==> config.mk <==
export PLATFORM = sky130hd
export DESIGN_NAME = regbank_top
export DESIGN_NICKNAME = d
export VERILOG_FILES = /design/src/rtl/regbank_pkg.sv /design/src/rtl/regbank_wr_stage.sv /design/src/rtl/regbank_rd_freeze.sv /design/src/rtl/regbank_sticky.sv /design/src/rtl/regbank_top.sv
export SDC_FILE = /design/constraint.sdc
export NUM_CORES = 1
export LEC_CHECK = 0
export BUFFER_PORTS_ARGS = -buffer_cell sky130_fd_sc_hd__buf_2
export CORE_MARGIN = 2
export CORE_UTILIZATION = 47
export DETAILED_ROUTE_END_ITERATION = 10
export PLACE_DENSITY = 0.72
export SYNTH_ARGS = -nofsm -noshare
export SYNTH_HDL_FRONTEND = slang
export SYNTH_SLANG_ARGS = --single-unit
==> constraint.sdc <==
create_clock -name clk -period 1.9 [get_ports clk]
set_input_delay 0.19 -clock clk [delete_from_list [all_inputs] [get_ports clk]]
set_output_delay 0.19 -clock clk [all_outputs]
set_load 0.005 [all_outputs]
==> src/rtl/regbank_pkg.sv <==
package regbank_pkg;

  typedef logic [7:0] reg_byte_t;

  // Width of a byte index inside a group of n bytes, never below one bit.
  function automatic int idx_width(input int n);
    return (n > 1) ? $clog2(n) : 1;
  endfunction

endpackage

==> src/rtl/regbank_wr_stage.sv <==
module regbank_wr_stage #(
  parameter int                   BYTES   = 2,
  parameter int                   IW      = 1,
  parameter logic [BYTES*8-1:0]   DEFAULT = '0
) (
  input  logic               clk,
  input  logic               rst,
  input  logic               hit_i,     // write to a byte of this group
  input  logic [IW-1:0]      idx_i,
  input  logic [7:0]         wdata_i,
  input  logic               other_i,   // any access that is not a group write
  output logic [BYTES*8-1:0] value_o
);
  import regbank_pkg::*;

  localparam logic [IW-1:0] TOP = IW'(BYTES - 1);

  logic [IW-1:0]      next_q;
  reg_byte_t          stage_q [BYTES];
  logic [BYTES*8-1:0] value_q;
  logic [BYTES*8-1:0] commit_val;
  logic               in_order;
  logic               restart;
  logic               stage_we;

  assign in_order = hit_i && (idx_i == next_q);
  assign restart  = hit_i && (idx_i == '0);
  assign stage_we = (in_order || restart) && (idx_i != TOP);

  // Staging bytes carry no reset so they can map onto distributed memory.
  always_ff @(posedge clk) begin
    if (stage_we) stage_q[idx_i] <= wdata_i;
  end

  always_comb begin
    for (int b = 0; b < BYTES - 1; b++) commit_val[b*8 +: 8] = stage_q[b];
    commit_val[(BYTES-1)*8 +: 8] = wdata_i;
  end

  always_ff @(posedge clk) begin
    if (rst) begin
      next_q  <= '0;
      value_q <= DEFAULT;
    end else if (in_order) begin
      if (idx_i == TOP) begin
        value_q <= commit_val;
        next_q  <= '0;
      end else begin
        next_q <= idx_i + IW'(1);
      end
    end else if (restart) begin
      next_q <= IW'(1);
    end else if (hit_i || other_i) begin
      next_q <= '0;
    end
  end

  assign value_o = value_q;

  assert_commit_on_top_R3: assert property (@(posedge clk) disable iff (rst)
    !$stable(value_q) |-> $past(hit_i && (idx_i == TOP)));

  assert_next_in_range_R4: assert property (@(posedge clk) disable iff (rst)
    next_q <= TOP);

  assert_abort_on_other_R4: assert property (@(posedge clk) disable iff (rst)
    other_i |=> (next_q == '0));

endmodule

==> src/rtl/regbank_rd_freeze.sv <==
module regbank_rd_freeze #(
  parameter int BYTES = 2,
  parameter int IW    = 1
) (
  input  logic               clk,
  input  logic               rst,
  input  logic               hit_i,     // read of a byte of this group
  input  logic [IW-1:0]      idx_i,
  input  logic               other_i,   // any access that is not a group read
  input  logic [BYTES*8-1:0] live_i,
  output logic [7:0]         byte_o
);
  localparam logic [IW-1:0] TOP = IW'(BYTES - 1);

  logic               frozen_q;
  logic [BYTES*8-1:0] snap_q;
  logic               arm;

  assign arm = hit_i && (idx_i == '0);

  always_ff @(posedge clk) begin
    if (rst) begin
      frozen_q <= 1'b0;
      snap_q   <= '0;
    end else if (arm) begin
      frozen_q <= 1'b1;
      snap_q   <= live_i;
    end else if ((hit_i && (idx_i == TOP)) || other_i) begin
      frozen_q <= 1'b0;
    end
  end

  always_comb begin
    if (frozen_q && (idx_i != '0)) byte_o = snap_q[{idx_i, 3'b000} +: 8];
    else                           byte_o = live_i[{idx_i, 3'b000} +: 8];
  end

  assert_snapshot_held_R5: assert property (@(posedge clk) disable iff (rst)
    (frozen_q && !arm) |=> $stable(snap_q));

  assert_release_on_other_R6: assert property (@(posedge clk) disable iff (rst)
    other_i |=> !frozen_q);

  assert_release_on_top_R6: assert property (@(posedge clk) disable iff (rst)
    (hit_i && (idx_i == TOP) && (TOP != '0)) |=> !frozen_q);

endmodule

==> src/rtl/regbank_sticky.sv <==
module regbank_sticky #(
  parameter int W = 8
) (
  input  logic         clk,
  input  logic         rst,
  input  logic [W-1:0] evt_i,
  input  logic [W-1:0] clr_i,
  output logic [W-1:0] sts_o
);
  logic [W-1:0] sts_q;

  always_ff @(posedge clk) begin
    if (rst) sts_q <= '0;
    else     sts_q <= (sts_q & ~clr_i) | evt_i;
  end

  assign sts_o = sts_q;

  assert_event_sets_R7: assert property (@(posedge clk) disable iff (rst)
    (evt_i != '0) |=> ((sts_q & $past(evt_i)) == $past(evt_i)));

  assert_unclear_holds_R7: assert property (@(posedge clk) disable iff (rst)
    (sts_q != '0) |=> ((sts_q & $past(sts_q & ~clr_i)) == $past(sts_q & ~clr_i)));

endmodule

==> src/rtl/regbank_top.sv <==
module regbank_top #(
  parameter int                     ADDR_W       = 5,
  parameter int                     ID_ADDR      = 0,
  parameter int                     CTRL_ADDR    = 1,
  parameter int                     CFG_BASE     = 4,
  parameter int                     CFG_BYTES    = 2,
  parameter int                     STS_ADDR     = 8,
  parameter int                     MON_BASE     = 12,
  parameter int                     MON_BYTES    = 2,
  parameter logic [7:0]             ID_VALUE     = 8'h6B,
  parameter logic [7:0]             CTRL_DEFAULT = 8'h01,
  parameter logic [CFG_BYTES*8-1:0] CFG_DEFAULT  = '0
) (
  input  logic                   clk,
  input  logic                   rst,
  input  logic [ADDR_W-1:0]      addr_i,
  input  logic                   wr_en_i,
  input  logic                   rd_en_i,
  input  logic [7:0]             wdata_i,
  output logic [7:0]             rdata_o,
  input  logic [7:0]             evt_i,
  input  logic                   los_i,
  input  logic [MON_BYTES*8-1:0] mon_i,
  output logic [CFG_BYTES*8-1:0] cfg_o,
  output logic                   alarm_o,
  output logic                   alarm_oe_o
);
  import regbank_pkg::*;

  localparam int CFG_IW = idx_width(CFG_BYTES);
  localparam int MON_IW = idx_width(MON_BYTES);

  // ---------------- address decode ----------------
  logic [ADDR_W-1:0] cfg_off, mon_off;
  logic              in_cfg, in_mon, is_id, is_ctrl, is_sts, defined;
  logic              rd_act, any_acc;
  logic              cfg_hit, cfg_other, mon_hit, mon_other;
  logic [CFG_IW-1:0] cfg_idx;
  logic [MON_IW-1:0] mon_idx;

  assign cfg_off = addr_i - ADDR_W'(CFG_BASE);
  assign mon_off = addr_i - ADDR_W'(MON_BASE);
  assign in_cfg  = (addr_i >= ADDR_W'(CFG_BASE)) && (cfg_off < ADDR_W'(CFG_BYTES));
  assign in_mon  = (addr_i >= ADDR_W'(MON_BASE)) && (mon_off < ADDR_W'(MON_BYTES));
  assign is_id   = addr_i == ADDR_W'(ID_ADDR);
  assign is_ctrl = addr_i == ADDR_W'(CTRL_ADDR);
  assign is_sts  = addr_i == ADDR_W'(STS_ADDR);
  assign defined = is_id || is_ctrl || is_sts || in_cfg || in_mon;
  assign cfg_idx = cfg_off[CFG_IW-1:0];
  assign mon_idx = mon_off[MON_IW-1:0];

  assign rd_act    = rd_en_i && !wr_en_i;
  assign any_acc   = rd_en_i || wr_en_i;
  assign cfg_hit   = wr_en_i && in_cfg;
  assign cfg_other = any_acc && !cfg_hit;
  assign mon_hit   = rd_act && in_mon;
  assign mon_other = any_acc && !mon_hit;

  // ---------------- wide configuration value ----------------
  regbank_wr_stage #(
    .BYTES   (CFG_BYTES),
    .IW      (CFG_IW),
    .DEFAULT (CFG_DEFAULT)
  ) u_cfg_stage (
    .clk     (clk),
    .rst     (rst),
    .hit_i   (cfg_hit),
    .idx_i   (cfg_idx),
    .wdata_i (wdata_i),
    .other_i (cfg_other),
    .value_o (cfg_o)
  );

  // ---------------- wide live counter window ----------------
  reg_byte_t mon_byte;

  regbank_rd_freeze #(
    .BYTES (MON_BYTES),
    .IW    (MON_IW)
  ) u_mon_freeze (
    .clk     (clk),
    .rst     (rst),
    .hit_i   (mon_hit),
    .idx_i   (mon_idx),
    .other_i (mon_other),
    .live_i  (mon_i),
    .byte_o  (mon_byte)
  );

  // ---------------- sticky event flags ----------------
  reg_byte_t sts_q, sts_clr;

  assign sts_clr = (wr_en_i && is_sts) ? wdata_i : 8'h00;

  regbank_sticky #(.W(8)) u_sticky (
    .clk   (clk),
    .rst   (rst),
    .evt_i (evt_i),
    .clr_i (sts_clr),
    .sts_o (sts_q)
  );

  // ---------------- control byte ----------------
  reg_byte_t ctrl_q;

  always_ff @(posedge clk) begin
    if (rst)                    ctrl_q <= CTRL_DEFAULT;
    else if (wr_en_i && is_ctrl) ctrl_q <= wdata_i;
  end

  // ---------------- read path ----------------
  reg_byte_t rd_byte, rdata_q;

  always_comb begin
    if (is_id)        rd_byte = ID_VALUE;
    else if (is_ctrl) rd_byte = ctrl_q;
    else if (is_sts)  rd_byte = sts_q;
    else if (in_cfg)  rd_byte = cfg_o[{cfg_idx, 3'b000} +: 8];
    else if (in_mon)  rd_byte = mon_byte;
    else              rd_byte = 8'h00;
  end

  always_ff @(posedge clk) begin
    if (rst)         rdata_q <= 8'h00;
    else if (rd_act) rdata_q <= rd_byte;
  end

  assign rdata_o = rdata_q;

  // ---------------- alarm output ----------------
  logic alarm_q, alarm_oe_q;

  always_ff @(posedge clk) begin
    if (rst) begin
      alarm_q    <= ~CTRL_DEFAULT[0];
      alarm_oe_q <= CTRL_DEFAULT[1];
    end else begin
      alarm_q    <= los_i ? ctrl_q[0] : ~ctrl_q[0];
      alarm_oe_q <= los_i | ctrl_q[1];
    end
  end

  assign alarm_o    = alarm_q;
  assign alarm_oe_o = alarm_oe_q;

  assert_undef_reads_zero_R8: assert property (@(posedge clk) disable iff (rst)
    (rd_act && !defined) |=> (rdata_o == 8'h00));

  assert_id_readback_R10: assert property (@(posedge clk) disable iff (rst)
    (rd_act && is_id) |=> (rdata_o == ID_VALUE));

  assert_enabled_on_loss_R9: assert property (@(posedge clk) disable iff (rst)
    los_i |=> alarm_oe_o);

  assert_level_on_loss_R9: assert property (@(posedge clk) disable iff (rst)
    los_i |=> (alarm_o == $past(ctrl_q[0])));

  assert_rdata_holds_R2: assert property (@(posedge clk) disable iff (rst)
    !rd_act |=> $stable(rdata_o));

endmodule

Word-level counts from Yosys, hierarchy flattened
Memory sizes are Yosys's and may differ from the RTL's. A register that Yosys moved wholly into a read port is not among the register bits.
Cells that the tools add are included.
- register bits after elaboration: 60
- memory bits (writable): 16
- input bits: 42
- output and inout bits: 26
- logic and storage cells: 72
- memories kept: 1
- memories (memory ; words ; width ; read ports ; clocked after memory_dff ; write ports ; line ; RTL):
    u_cfg_stage.stage_q ; 2 ; 8 ; 1 ; 1 ; 1 ; regbank_wr_stage.sv:19 ; reg_byte_t stage_q [BYTES];
- $add $sub $neg: 3
- magnitude comparators: 4
- eq/ne operators: 3
- shifts and indexed selects: 3
- multiplexer cells: 16
- bitwise logic cells: 7
- reduce and logical (&&, ||, !) cells: 26
- operator list (kind ; count):
    8-bit 2-to-1 mux ; 7
    16-bit by 5-bit indexed part select with 8-bit output ; 3
    1-bit logical AND ; 15
    5-bit by 2-bit less-than comparator with 1-bit output (second input constant) ; 2
    1-bit 2-to-1 mux ; 9
    8-bit AND ; 1
    8-bit inverter ; 1
    8-bit bitwise OR ; 1
    5-bit by 1-bit equality test with 1-bit output (second input constant) ; 1
    5-bit by 4-bit equality test with 1-bit output (second input constant) ; 1
    5-bit by 3-bit greater-or-equal comparator with 1-bit output (second input constant) ; 1
    5-bit by 4-bit greater-or-equal comparator with 1-bit output (second input constant) ; 1
    5-bit zero test ; 1
    5-bit by 3-bit subtractor with 5-bit output (second input constant) ; 1
    5-bit by 4-bit subtractor with 5-bit output (second input constant) ; 1
    1-bit logical OR ; 4
    1-bit zero test ; 3
    1-bit inverter ; 3
    3-bit nonzero test ; 1
    2-bit AND reduction ; 1
    2-bit nonzero test ; 1
    1-bit adder (second input constant) ; 1
    1-bit equality test ; 1
    1-bit bitwise OR ; 1

Longest topological paths before layout
Gate-level depths: netlist of the first run.
- depth after elaboration: 10
- depth in mapped cells: 8
- depth with buffers taken out: 6

Hierarchy
Synthesis of the first run repeated with hierarchy kept, for this count alone.
- cell total of the unflattened synthesis: 334
- area, all modules: 3199.3 sq um
- by module, submodules not included (module ; times used ; cells each ; area each (sq um) ; seq. area each (sq um)):
    regbank_top ; 1 ; 148 ; 1252.5 ; 360.3
    regbank_wr_stage ; 1 ; 82 ; 1013.5 ; 580.6
    regbank_rd_freeze ; 1 ; 71 ; 551.8 ; 180.2
    regbank_sticky ; 1 ; 33 ; 381.6 ; 160.2

Least setup slack after synthesis of the first run
No wires, ideal clock.
- kind: input port to flip-flop
- start: in addr_i[2]
- end: reg u_mon_freeze.snap_q[12]
- setup time: 0.128 ns
- arrival time: 1.752 ns
- required time: 1.772 ns
- path slack: 0.020 ns
- cell stages on the path: 8
- path buffers: 2
- cell sequence: inv_1 > ha_1 > or3b_1 > a2111o_1 > buf_6 > buf_6 > mux2i_1 > nor2_1
- longest elaborated chain between the ends: 5
- elaborated cells on any way between the ends: 6
- classes of those cells: add/sub (1); order compare (2); reduce/logical (3)
- RTL lines (what ; line ; RTL):
    start: declaration ; regbank_top.sv:16 ; input logic [ADDR_W-1:0] addr_i,
    5-bit by 4-bit subtractor with 5-bit output ; regbank_top.sv:42 ; assign mon_off = addr_i - ADDR_W'(MON_BASE);
    5-bit by 2-bit less-than comparator with 1-bit output ; regbank_top.sv:44 ; assign in_mon = (addr_i >= ADDR_W'(MON_BASE)) && (mon_off < ADDR_W'(MON_BYTES));
    1-bit logical AND * ; regbank_top.sv:44 ;
    1-bit logical AND * ; regbank_top.sv:56 ; assign mon_hit = rd_act && in_mon;
    1-bit logical AND * ; regbank_rd_freeze.sv:19 ; assign arm = hit_i && (idx_i == '0);
    end signal: assignment ; regbank_rd_freeze.sv:27 ; snap_q <= live_i;
    end: declaration ; regbank_rd_freeze.sv:16 ; logic [BYTES*8-1:0] snap_q;
Every way passes the cells marked *; elsewhere a longest branch is shown, timed or not.
A chain may end at the register's enable or synchronous reset.

Worst setup path after layout of the first run
- start: in addr_i[2]
- end: reg rdata_q[7], in the netlist rdata_o[7]
- longest elaborated chain between the ends: 8
- elaborated cells on any way between the ends: 16
- classes of those cells: add/sub (2); order compare (4); eq/ne (2); mux (5); reduce/logical (3)
- RTL lines (what ; line ; RTL):
    5-bit by 4-bit subtractor with 5-bit output ; regbank_top.sv:42 ;
    5-bit by 2-bit less-than comparator with 1-bit output ; regbank_top.sv:44 ;
    1-bit logical AND ; regbank_top.sv:44 ;
    8-bit 2-to-1 mux ; regbank_top.sv:119 ; else if (in_mon) rd_byte = mon_byte;
    8-bit 2-to-1 mux ; regbank_top.sv:118 ; else if (in_cfg) rd_byte = cfg_o[{cfg_idx, 3'b000} +: 8];
    8-bit 2-to-1 mux ; regbank_top.sv:117 ; else if (is_sts) rd_byte = sts_q;
    8-bit 2-to-1 mux ; regbank_top.sv:116 ; else if (is_ctrl) rd_byte = ctrl_q;
    8-bit 2-to-1 mux * ; regbank_top.sv:115 ; if (is_id) rd_byte = ID_VALUE;
    end signal: assignment ; regbank_top.sv:125 ; else if (rd_act) rdata_q <= rd_byte;
    end: declaration ; regbank_top.sv:112 ; reg_byte_t rd_byte, rdata_q;
Marked as above.

==> results of run 1 <==
==> cell families after synthesis <==
family	Yosys count
AO/OA/AOI/OAI	60
adder cells (fa/ha/maj)	4
XOR/XNOR	2
AND/OR/NAND/NOR	109
buffers and inverters	26
multiplexers	40
flip-flops	60
==> final cells by class <==
class,count,area [um2],share of cell area
Clock buffer,12,155,0.0441
Clock inverter,4,48.8,0.0139
Inverter,7,26.3,0.00748
Multi-Input combinational cell,215,1400,0.399
Sequential cell,60,1280,0.365
Tap cell,75,93.8,0.0267
Timing Repair Buffer,88,505,0.144
==> registers in the layout, indices dropped and copies added (netlist names) <==
name                   cells
alarm_o                    1
alarm_oe_o                 1
ctrl_q                     8
rdata_o                    8
u_cfg_stage.next_q         1
u_cfg_stage.stage_q        8
u_cfg_stage.value_o       16
u_mon_freeze.frozen_q      1
u_mon_freeze.snap_q        8
u_sticky.sts_o             8
==> tightest hold or removal path, cell delays in order <==
cell	delay, ps
buf_2	70
a21oi_1	30
nor2_1	70
==> power breakdown <==
part	internal, mW	switching, mW
registers	1.31	0.0140
logic	0.108	0.139
clock network	0.673	0.501
==> through the flow <==
step           instance area [um2]  setup slack (ps)  std cells
2_1_floorplan                 2800              20.5        301
3_3_place_gp                  3310             -29.2        445
3_5_place_dp                  3310              -129        445
4_1_cts                       3510               143        461
5_1_grt                       3510              12.7        461
6_report                      3510               111        461
==> per-layer routing <==
metal  track usage  share of wire
met4         0.127          0.029
met5             0              0
met3        0.0422          0.043
met1         0.266           0.42
met2         0.361           0.51
==> cells in the final DEF, fill, tap and decap left out, drive strengths merged, types with 2 or more instances in the layout <==
cell type	synthesis	layout
a2111oi	3	3
nand3	18	18
nor2b	2	2
clkinv	1	2
a221oi	5	5
o221ai	3	3
o211ai	5	5
a211oi	2	2
edfxtp	8	8
inv	6	6
ha	4	4
xor2	2	2
mux2i	35	35
o311a	3	3
a32oi	3	3
dfxtp	52	52
nor3	4	4
a21oi	26	26
buf	7	88
mux2	5	5
nand2b	4	4
clkbuf	12	12
nand3b	7	7
o21ai	8	8
nor2	46	46
nand2	20	20
or2	2	2
clkinvlp	0	2
==> worst max-delay path by stage <==
stage                   start                 endpoint  slack [ps]
finish              addr_i[2]               rdata_o[7]         110
detailed placement  addr_i[2]               rdata_o[7]        -130
CTS                 addr_i[2]               rdata_o[7]         140
floorplan           addr_i[2]  u_mon_freeze.snap_q[12]          20
global placement    addr_i[2]               rdata_o[2]         -30
global route        addr_i[2]               rdata_o[7]          10
==> flow_summary.ini, run 1 <==
[critical_path]
slowest_delay_ps = 490
r2r_start = u_mon_freeze.frozen_q
cp-start-kind = primary input
cp_top_family = compound AO/OA/AOI/OAI gates
r2r_cells = 3
cp_cell_sequence = buf_2 > inv_1 > ha_1 > or3b_1 > buf_4 > a21o_1 > a2111oi_0 > o311a_1
rr_endpoint = rdata_o[7]
crit_path_end_kind = flop
required_ps = 2180
cp_num_buf_inv = 3
path_class = in -> reg
rrSetupSlack_ps = 490
cp_data_arrival_time_ps = 2070
worstPathMaxFanout = 3
crit_path_top_delay_cell = a2111oi_0
path_depth = 8

[run_status]
status = finished clean

[synth]
yosys_register_bits = 60
yosysSeqAreaShare = 0.457
yosys.cell_count.top_type = dfxtp_1
netlist_instances = 301
synth-compound-area-share = 0.141
synth_warnings = 0
synthMuxAreaShare = 0.145
netlist.area_leader.share = 0.371
syn_nets = 347
netlist_top_cells_area = dfxtp_1, mux2i_1, edfxtp_1, nor2_1, a21oi_1
synth_commonest_cells = dfxtp_1, nor2_1, mux2i_1, a21oi_1, nand2_1
synth_edf_count = 8
synth_ff_type = dfxtp_1
yosysUniqueCellTypes = 39
synth-simple-area-share = 0.191
synth_top_family_by_area = simple AND/OR/NAND/NOR gates
synth_xor_area_frac = 0.00625
synthArstFlopShare = 0
synthAdderAreaFrac = 0.0179
synth_area_um2 = 2800
synth_largest_area_cell = dfxtp_1
synth.avg_cell_area_um2 = 9.31

[power_and_ir_drop]
finalPower_mw = 2.75
ir_worst_vdd_uv = 424
p_leak_nw = 1.51
cellPowerDensity_nw_per_um2 = 781

[floorplanning]
fp.coreArea_um2 = 5850
rows = 28
dieArea_um2 = 6600
dieHeight_um = 81.2
start_util = 0.479
die_w_um = 81.2
design.portCount = 68

[drt]
drt_wl_total_um = 7000
via_per_inst = 5.50
dr.pass1.iters = 4
drc_errors = 0
initialDrtViolationCount = 112
detail_route.wl_per_cell_um = 15.2
ant_nets = 0
num_vias = 2537

[sta]
final-hold-violation-count = 0
setup_viol = 0
min_period_over_period = 0.942
setup_tns_ps = 0
slew_headroom = 0.640
fin_crit_ps = 1790
skew_ps = 7.72
fmax_mhz = 559
tightest_slew_ps = 526
rsz0062_at_grt = no
finalHoldWorstSlack_ps = 51.1
finalMaxSlewViolations = 0

[worst_hold_path]
hold_class = in -> reg
whs_endpoint = u_sticky.sts_o[3]
min_path_cells = 3
min-delay-start = evt_i[3]

[cts]
cts-resized-gates = 0
clockBufferDepth = 2
clk_latency_ps = 340
postCtsSetupRepairBufs = 0
cts_buffers = 9
clock_sinks = 60
cts_hold_buf = 0
htreeDepth = 3
cts_tree = built
root_buffer = clkbuf_8
clkTransAtPathRegs_ps = 70

[placed_design]
place_congestion = 0.817
io_buffers = 67
hpwl_um = 5170

[final_layout]
n_fill_cell = 528
drive_gt1_frac = 0.288
layout.nets = 427
areaGrowthSynthToFinish_pct = 25.4
diodes = 0
post-route-util = 0.601

[grt]
antenna_found_initial = 0
grt_pass1_vias = 2385
grt_pass1_wl_um = 10800
grt_usage = 0.219
grt_max_degree = 34
grt_overflow = 0

[run]
maxCapViolations = 0
(Power assumes the default switching activity.)
==> run 2: changes to the inputs <==
--- a/config.mk
+++ b/config.mk
@@ -10,6 +10,7 @@
 export CORE_UTILIZATION = 47
 export DETAILED_ROUTE_END_ITERATION = 10
 export PLACE_DENSITY = 0.72
+export REMOVE_ABC_BUFFERS = 1
 export SYNTH_ARGS = -nofsm -noshare
 export SYNTH_HDL_FRONTEND = slang
 export SYNTH_SLANG_ARGS = --single-unit
==> flow_summary.ini, run 2 (synthesized netlist as in run 1, its figures left out) <==
[critical_path]
rrSetupSlack_ps = 600
cp_data_arrival_time_ps = 1860
crit_path_end_kind = flop
r2r_cells = 3
cp-start-kind = primary input
rr_endpoint = rdata_o[7]
worstPathMaxFanout = 6
r2r_start = u_mon_freeze.frozen_q
required_ps = 2110
path_class = in -> reg

[floorplanning]
dieHeight_um = 81.2
die_w_um = 81.2
fp.coreArea_um2 = 5850
design.portCount = 68
start_util = 0.479
dieArea_um2 = 6600
rows = 28

[run_status]
status = finished clean

[grt]
grt_max_degree = 26
grt_pass1_wl_um = 11500
grt_overflow = 0
grt_usage = 0.236
grt_pass1_vias = 2371
antenna_found_initial = 0

[worst_hold_path]
whs_endpoint = u_sticky.sts_o[2]
hold_class = in -> reg
min-delay-start = evt_i[2]
min_path_cells = 3

[cts]
htreeDepth = 3
root_buffer = clkbuf_8
clkTransAtPathRegs_ps = 60
cts_buffers = 9
cts_tree = built
clk_latency_ps = 340
postCtsSetupRepairBufs = 0
cts_hold_buf = 0
cts-resized-gates = 0
clock_sinks = 60
clockBufferDepth = 2

[drt]
met1_length_um = 3090
detail_route.wl_per_cell_um = 15.0
dr.max_layer_used = met4
ant_nets = 0
via_per_inst = 5.33
wl_met2_um = 3190
dr_wl_met3_um = 565
initialDrtViolationCount = 177
dr.pass1.iters = 4
drt_wl_total_um = 6950
drc_errors = 0
num_vias = 2478

[power_and_ir_drop]
intPower_mw = 2.11
p_leak_nw = 1.55
p_sw_frac = 0.226
ir_worst_vdd_uv = 353
clkPwrFrac = 0.423
finalPower_mw = 2.72
p_seq_frac = 0.487
pwr-share-comb = 0.090
p_sw_mw = 0.616
cellPowerDensity_nw_per_um2 = 766

[sta]
setup_tns_ps = 0
fin_crit_ps = 1640
tightest_slew_ps = 421
rsz0062_at_grt = no
skew_ps = 6.25
slew_headroom = 0.712
finalMaxSlewViolations = 0
final-hold-violation-count = 0
fmax_mhz = 609
min_period_over_period = 0.864
setup_viol = 0

[final_layout]
largest_reg_flops = 16
layout.nets = 432
areaGrowthSynthToFinish_pct = 26.9
final_cell_mix = buf_2, dfxtp_1, nor2_1, mux2i_1, a21oi_1
n_fill_cell = 516
diodes = 0
drive_gt1_frac = 0.297
layout_commonest_cell = buf_2
post_layout_nonfiller_instances = 465
area.sequential_um2 = 1280
multi_input_area_um2 = 1400

[run]
maxCapViolations = 0

[placed_design]
io_buffers = 67
place_congestion = 0.849
hpwl_um = 5210
dp.cells = 450
==> run 2: worst max path at each step <==
stage / slack, ps / endpoint / start
5_1_grt: 100 / u_mon_freeze.snap_q[9] / addr_i[2]
3_3_place_gp: -50 / u_mon_freeze.snap_q[9] / addr_i[2]
4_1_cts: 260 / u_mon_freeze.snap_q[9] / addr_i[2]
6_report: 260 / u_mon_freeze.snap_q[9] / addr_i[2]
3_5_place_dp: -100 / u_mon_freeze.snap_q[9] / addr_i[2]
2_1_floorplan: 60 / u_mon_freeze.snap_q[10] / addr_i[2]
==> run 2: metal layers <==
metal  global-route usage  vias to the layer above
met5                    0                        -
met4                0.105                        0
met3               0.0633                       12
met2                0.358                      101
met1                0.315                     1112
li1                     -                     1253
==> run 2: stage by stage <==
stage          area (um2)   util  hold WS [ps]  worst slack, ps
6_report             3560  0.608          67.7              258
5_1_grt              3560  0.608          56.7              105
4_1_cts              3560  0.608          52.7              263
3_5_place_dp         3350  0.572           411            -96.2
3_3_place_gp         3350  0.572           400            -49.1
2_1_floorplan        2710      -           259             61.5
==> run 2: power by group through the flow <==
stage                     sequential (mW)  clock (mW)  combinational, mW
final                                1.33        1.15              0.245
after CTS                            1.33        1.19              0.246
after floorplan                      1.35           0             0.0934
after global placement               1.35           0              0.242
after detailed placement             1.35           0              0.244
after global routing                 1.33        1.25              0.277
==> run 2: worst max-delay path: stages <==
cell and delay [ps]:
buf_2 90, inv_1 50, ha_1 300, or3b_1 420, a2111o_1 430, buf_4 180
mux2i_1 150, nor2_1 60
==> run 2: cell type report <==
class,count,area share
multi-input cells,215,0.395
well taps,75,0.0264
flip-flops and latches,60,0.360
inverters,7,0.00739
repair buffers,93,0.153
clock buffers,15,0.0584
